===== src/rtl/csz_pkg.sv =====
package csz_pkg;
  typedef logic [1:0] size_code_t;
  localparam size_code_t SZ_BYTE = 2'b01;

  function automatic logic is_word(input size_code_t s);
    return s != SZ_BYTE;
  endfunction
endpackage


===== src/rtl/csz_width_latch.sv =====
module csz_width_latch (
  input  logic clk,
  input  logic rst,
  input  logic strap_i,
  output logic port16_o
);
  logic port16_q;

  always_ff @(posedge clk) begin
    if (rst) port16_q <= strap_i;
  end

  assign port16_o = port16_q;

  // width never moves outside reset
  a_r1_width_held: assert property (@(posedge clk) disable iff (rst)
    1'b1 |=> $stable(port16_q));
endmodule


===== src/rtl/csz_decode.sv =====
module csz_decode
  import csz_pkg::*;
#(
  parameter int AW = 20,
  parameter logic [AW-1:0] BASE = 20'h40000,
  parameter logic [AW-1:0] MASK = 20'hF0000
) (
  input  logic          clk,
  input  logic          rst,
  input  logic          port16_i,
  input  logic [AW-1:0] addr_i,
  input  size_code_t    size_i,
  input  logic          strobe_i,
  output logic          cs_n_o,
  output logic          hi_n_o,
  output logic          lo_n_o,
  output logic          err_o
);
  logic hit, word, odd, reject, grant, want_hi, want_lo;
  logic strobe_q;

  always_comb begin
    hit     = strobe_i && ((addr_i & MASK) == BASE);
    word    = is_word(size_i);
    odd     = addr_i[0];
    reject  = port16_i && word && odd;
    grant   = hit && !reject;
    want_hi = port16_i ? (word || !odd) : 1'b1;
    want_lo = port16_i ? (word || odd)  : 1'b0;
  end

  always_ff @(posedge clk) begin
    if (rst) begin
      strobe_q <= 1'b0;
      cs_n_o   <= 1'b1;
      hi_n_o   <= 1'b1;
      lo_n_o   <= 1'b1;
      err_o    <= 1'b0;
    end else begin
      strobe_q <= strobe_i;
      cs_n_o   <= !grant;
      hi_n_o   <= !(grant && want_hi);
      lo_n_o   <= !(grant && want_lo);
      err_o    <= hit && reject && !strobe_q;
    end
  end

  // a lane select never appears without the region select
  a_r3_lane_needs_cs: assert property (@(posedge clk) disable iff (rst)
    (!hi_n_o || !lo_n_o) |-> !cs_n_o);
  // both lanes only for a word access
  a_r3_both_word: assert property (@(posedge clk) disable iff (rst)
    (!hi_n_o && !lo_n_o) |-> is_word($past(size_i)));
  // narrow port keeps the lower lane idle
  a_r4_narrow_upper: assert property (@(posedge clk) disable iff (rst)
    !port16_i |-> lo_n_o);
  // refused access selects nothing
  a_r8_err_alone: assert property (@(posedge clk) disable iff (rst)
    err_o |-> (cs_n_o && hi_n_o && lo_n_o));
  // flag lasts a single cycle
  a_r8_err_pulse: assert property (@(posedge clk) disable iff (rst)
    err_o |=> !err_o);
endmodule


===== src/rtl/csz_steer.sv =====
module csz_steer #(
  parameter int AW = 20,
  parameter int DW = 16
) (
  input  logic          clk,
  input  logic          rst,
  input  logic          port16_i,
  input  logic [AW-1:0] addr_i,
  input  logic          rw_i,
  input  logic [DW-1:0] wdata_i,
  input  logic [DW-1:0] mem_rdata_i,
  output logic [AW-1:0] mem_addr_o,
  output logic [DW-1:0] mem_wdata_o,
  output logic          mem_rw_o,
  output logic [DW-1:0] rdata_o
);
  localparam int BW    = DW / 2;
  localparam int LANES = DW / BW;

  logic [BW-1:0] wr_byte;
  logic [DW-1:0] wr_echo, rd_echo, wr_next, rd_next;
  logic [AW-1:0] addr_next;

  assign wr_byte = addr_i[0] ? wdata_i[BW-1:0] : wdata_i[DW-1:BW];

  for (genvar g = 0; g < LANES; g++) begin : g_lane
    assign wr_echo[g*BW +: BW] = wr_byte;
    assign rd_echo[g*BW +: BW] = mem_rdata_i[DW-1:BW];
  end

  always_comb begin
    addr_next = port16_i ? {1'b0, addr_i[AW-1:1]} : addr_i;
    wr_next   = rw_i ? '0 : (port16_i ? wdata_i : wr_echo);
    rd_next   = port16_i ? mem_rdata_i : rd_echo;
  end

  always_ff @(posedge clk) begin
    if (rst) begin
      mem_addr_o  <= '0;
      mem_wdata_o <= '0;
      mem_rw_o    <= 1'b1;
      rdata_o     <= '0;
    end else begin
      mem_addr_o  <= addr_next;
      mem_wdata_o <= wr_next;
      mem_rw_o    <= rw_i;
      rdata_o     <= rd_next;
    end
  end

  // narrow port writes the same byte on both halves
  a_r6_echo: assert property (@(posedge clk) disable iff (rst)
    !port16_i |-> (mem_wdata_o[DW-1:BW] == mem_wdata_o[BW-1:0]));
  // reads leave the write bus quiet
  a_r6_read_quiet: assert property (@(posedge clk) disable iff (rst)
    mem_rw_o |-> (mem_wdata_o == '0));
  // narrow read data duplicated
  a_r7_read_dup: assert property (@(posedge clk) disable iff (rst)
    !port16_i |-> (rdata_o[DW-1:BW] == rdata_o[BW-1:0]));
  // wide port word address has a clear top bit
  a_r5_word_addr: assert property (@(posedge clk) disable iff (rst)
    port16_i |-> !mem_addr_o[AW-1]);
endmodule


===== src/rtl/csz_port_sizer.sv =====
module csz_port_sizer
  import csz_pkg::*;
#(
  parameter int AW = 20,
  parameter logic [AW-1:0] BASE = 20'h40000,
  parameter logic [AW-1:0] MASK = 20'hF0000
) (
  input  logic          clk,
  input  logic          rst,
  input  logic          strap_i,
  input  logic [AW-1:0] bus_addr_i,
  input  logic [1:0]    bus_size_i,
  input  logic          bus_rw_i,
  input  logic          bus_strobe_i,
  input  logic [15:0]   bus_wdata_i,
  output logic [15:0]   bus_rdata_o,
  input  logic [15:0]   mem_rdata_i,
  output logic [AW-1:0] mem_addr_o,
  output logic [15:0]   mem_wdata_o,
  output logic          mem_rw_o,
  output logic          cs_n_o,
  output logic          hi_n_o,
  output logic          lo_n_o,
  output logic          err_o
);
  logic port16;

  csz_width_latch u_width (
    .clk(clk), .rst(rst), .strap_i(strap_i), .port16_o(port16)
  );

  csz_decode #(.AW(AW), .BASE(BASE), .MASK(MASK)) u_decode (
    .clk(clk), .rst(rst), .port16_i(port16), .addr_i(bus_addr_i),
    .size_i(size_code_t'(bus_size_i)), .strobe_i(bus_strobe_i),
    .cs_n_o(cs_n_o), .hi_n_o(hi_n_o), .lo_n_o(lo_n_o), .err_o(err_o)
  );

  csz_steer #(.AW(AW), .DW(16)) u_steer (
    .clk(clk), .rst(rst), .port16_i(port16), .addr_i(bus_addr_i),
    .rw_i(bus_rw_i), .wdata_i(bus_wdata_i), .mem_rdata_i(mem_rdata_i),
    .mem_addr_o(mem_addr_o), .mem_wdata_o(mem_wdata_o),
    .mem_rw_o(mem_rw_o), .rdata_o(bus_rdata_o)
  );
endmodule


===== config.mk =====
export PLATFORM = sky130hd
export DESIGN_NAME = csz_port_sizer
export DESIGN_NICKNAME = d
export VERILOG_FILES = /design/src/rtl/csz_pkg.sv /design/src/rtl/csz_width_latch.sv /design/src/rtl/csz_decode.sv /design/src/rtl/csz_steer.sv /design/src/rtl/csz_port_sizer.sv
export SDC_FILE = /design/constraint.sdc
export NUM_CORES = 1
export LEC_CHECK = 0
export BUFFER_PORTS_ARGS = -buffer_cell sky130_fd_sc_hd__buf_2
export CORE_UTILIZATION = 38
export CTS_CLUSTER_DIAMETER = 60
export DETAILED_ROUTE_END_ITERATION = 8
export PLACE_DENSITY = 0.72
export REMOVE_ABC_BUFFERS = 1
export SYNTH_ARGS = -nofsm -noshare
export SYNTH_HDL_FRONTEND = slang
export SYNTH_SLANG_ARGS = --single-unit

===== constraint.sdc =====
create_clock -name clk -period 1.3 [get_ports clk]
set_input_delay 0.13 -clock clk [delete_from_list [all_inputs] [get_ports clk]]
set_output_delay 0.13 -clock clk [all_outputs]
set_load 0.1 [all_outputs]

==> key figures <==
Critical path
  • Worst path bufs/invs: 1
  • CP top delay family: buffers and inverters
  • Critical Path AT: 1.07 ns
  • Register-to-register setup slack: between 0.1 and 0.15 ns
  • CP Depth: 1
  • Origin of the critical flop-to-flop path: u_width.port16_o
  • Critical Path Max Stage Delay: 0.42 ns
  • CP endpoint kind: output port
  • CP Launch Type: flop
  • CP Class: flop to output port
  • CP startpoint: u_steer.mem_addr_o[2]
  • Critical Path Sink: mem_addr_o[2]
  • Capture point of the worst reg-to-reg path: u_steer.mem_wdata_o[10]
  • Cell Chain, Critical Path: buf_2
  • Crit-path slowest cell: buf_2
  • Max FO, Critical Path: 1
  • R2R depth: 5
  • Worst path required time: approximately 1.2 ns

Placed design
  • DP Area: 2680 µm²
  • Setup WS pre-CTS: 0.106 ns
  • RD Place Congestion: 0.766
  • Placed insts: about 380
  • Final HPWL from detailed placement: 3370 µm
  • Input/output buffers: between 100 and 150

Global route
  • Largest net degree at the start of global routing: 24
  • Global Route Usage Sum: 16.5%
  • Initial antenna violation count: 0
  • Total gr overflow: 0
  • First-pass GRT wire length: 6900 µm
  • Vias in the first global route: 1524

Yosys
  • Synthesis Warnings: 0
  • Yosys reg bits: a little under 60
  • Post-synth top area share: 56.7%
  • Register area share after synthesis: 58.2%
  • Post-Synthesis Cells: 199
  • Distinct cells, synth: 22
  • Area contributors post-synth: dfxtp_1 (57%), mux2i_1 (13%), nand2_1 (5.1%)
  • Post-synth top area cell: dfxtp_1
  • Synth Area per Inst: around 10 µm²
  • Synthesized area: 2050 µm²

Drt
  • WL per Instance: 11.7 µm
  • # DRC: 0
  • Vias: 1772
  • Detail Route Antenna Nets: 0
  • Iter 0 DRT Violations: 70
  • DR vias/cell: 4.43
  • Pre-Repair DR Iteration Count: 4
  • DRT Wirelength: 4660 µm

STA
  • FMAX: 0.832 GHz
  • Final min period: 1.20 ns
  • Worst Skew: 0.00652 ns
  • Worst Tran Pin Value: between 0.4 and 0.5 ns
  • Slew Viols, Final: 0
  • Final period util: 92.5%
  • Fin. Hold Viols: 0
  • Slew margin rel.: 67.1%
  • Final-report setup violation count: 0
  • Final worst slack: 0.0977 ns
  • RSZ-0062 raised after global routing: false
  • Setup TNS Final: 0 ns

Floorplan
  • Initial Util: 39.8%
  • Die Wd: 75.4 µm
  • Top Ports: 116
  • Row count: 26
  • Die footprint: roughly 5700 µm²
  • Total core area: ~5100 µm²
  • Die H: 75.4 µm

Clock network
  • CTS H-Tree Depth: 3
  • Reg clk slew, reported paths: 0.07 ns
  • Clock buffer depth: 2
  • Root Driver: clkbuf_8
  • Worst skew pair latency: 0.32 ns
  • Clock Sinks: 59
  • CTS buffer count: 9
  • PostCTS Resize Cnt: 0
  • CTS tree: yes

Layout
  • Leading cell type in the layout, fill and taps excluded: buf_2
  • Most frequent cells in the layout: buf_2 (115), dfxtp_1 (58), nor2_1 (28), nand2_1 (28), mux2i_1 (26)
  • Inserted Diodes: 0
  • Final Cell Area: 2940 µm²
  • Nets@finish: 385
  • Synth-to-layout area growth: 43.5%
  • Max FFs per register: 20
  • Layout cells sized above 1: roughly 46%
  • Top reg by flops: u_steer.mem_addr_o
  • Regs by FF count: u_steer.mem_addr_o x20, u_steer.mem_wdata_o x16, u_steer.rdata_o x16
  • Layout Cells excl Fill: 400

Power
  • Peak supply drop: 0.000875 V
  • Final Power: 4.80 mW
  • Pwr/cell area: 1640 nW/µm²
  • Leak Pwr: around 1.5 nW

Worst hold path
  • Worst Hold Class: primary input to flop
  • Hold path start: mem_rdata_i[14]
  • Hold depth: 2

Status
  • Status: finished clean

Job
  • Max-cap violations: 0
[timing repair]
item / 4_1_cts / 5_1_grt
endpoints found under the hold margin: 1 / 0
setup endpoints to repair: 0 / 2
setup buffers: 0 / 6
hold buffers: 1 / 0
[cells in the mapped netlist (all sizes together)]
cell type and n:
o21ai 8, dfxtp 58, nor2 28, and4b 1, nand3b 1, edfxtp 1, nand3 1, a21oi 17
nor3b 2, buf 10, nor2b 10, nand2b 2, nand2 28, clkbuf 4, xnor2 1, mux2i 26
or2 1
[power breakdown]
| group | total, mW | internal, mW | leakage (nW) | switching, mW |
|---|---|---|---|---|
| clock network | 1.61 | 0.940 | 0.105 | 0.668 |
| logic | 1.25 | 0.270 | 0.906 | 0.977 |
| registers | 1.95 | 1.92 | 0.490 | 0.0276 |
[cells by family after synthesis]
family          after synthesis  share of synthesized area [%]
compound gates               25                           7.76
xor+xnor                      1                          0.428
buf+inv                      14                           4.83
flops                        59                           58.2
mux                          26                           12.7
simple gates                 74                           16.1
[how the worst min path moves through the flow]
stage | to | slack [ns]
after global routing | u_steer.rdata_o[14] | 0.04
after detailed placement | u_width.port16_o | 0.33
after CTS | u_steer.rdata_o[14] | 0.02
final | u_steer.rdata_o[14] | 0.03
after floorplan | u_steer.mem_addr_o[0] | 0.20
after global placement | u_width.port16_o | 0.32
[final cells by class]
class,count,area (µm²)
timing repair buffer,130,703
tap,70,87.6
clock inverter,1,5.00
multi-input combinational,126,757
clock buffer,14,193
fill,483,2200
sequential,59,1190
[routing by layer]
metal | vias up | share of wire [%] | GRT usage (%)
li1 | 900 | - | -
met1 | 785 | 43 | 20.7
met2 | 77 | 48 | 25.7
met3 | 10 | 7.3 | 4.89
met4 | 0 | 1.8 | 8.64
met5 | - | 0 | 0
[per-stage QoR]
step / hold slack [ns] / util, %
CTS: 0.0180 / 56.3
detailed placement: 0.326 / 52.2
global route: 0.0387 / 57.1
floorplan: 0.199 / -
finish: 0.0265 / 57.1
global placement: 0.321 / 52.2
[worst reg2reg max path, delay by kind of cell (launching register included)]
family	cells	cell delay [ns]
flip-flops	1	0.47
buffers and inverters	2	0.34
AND/OR/NAND/NOR	2	0.16
AO/OA/AOI/OAI	1	0.13
Note: power is estimated with default switching activity, not from simulation.
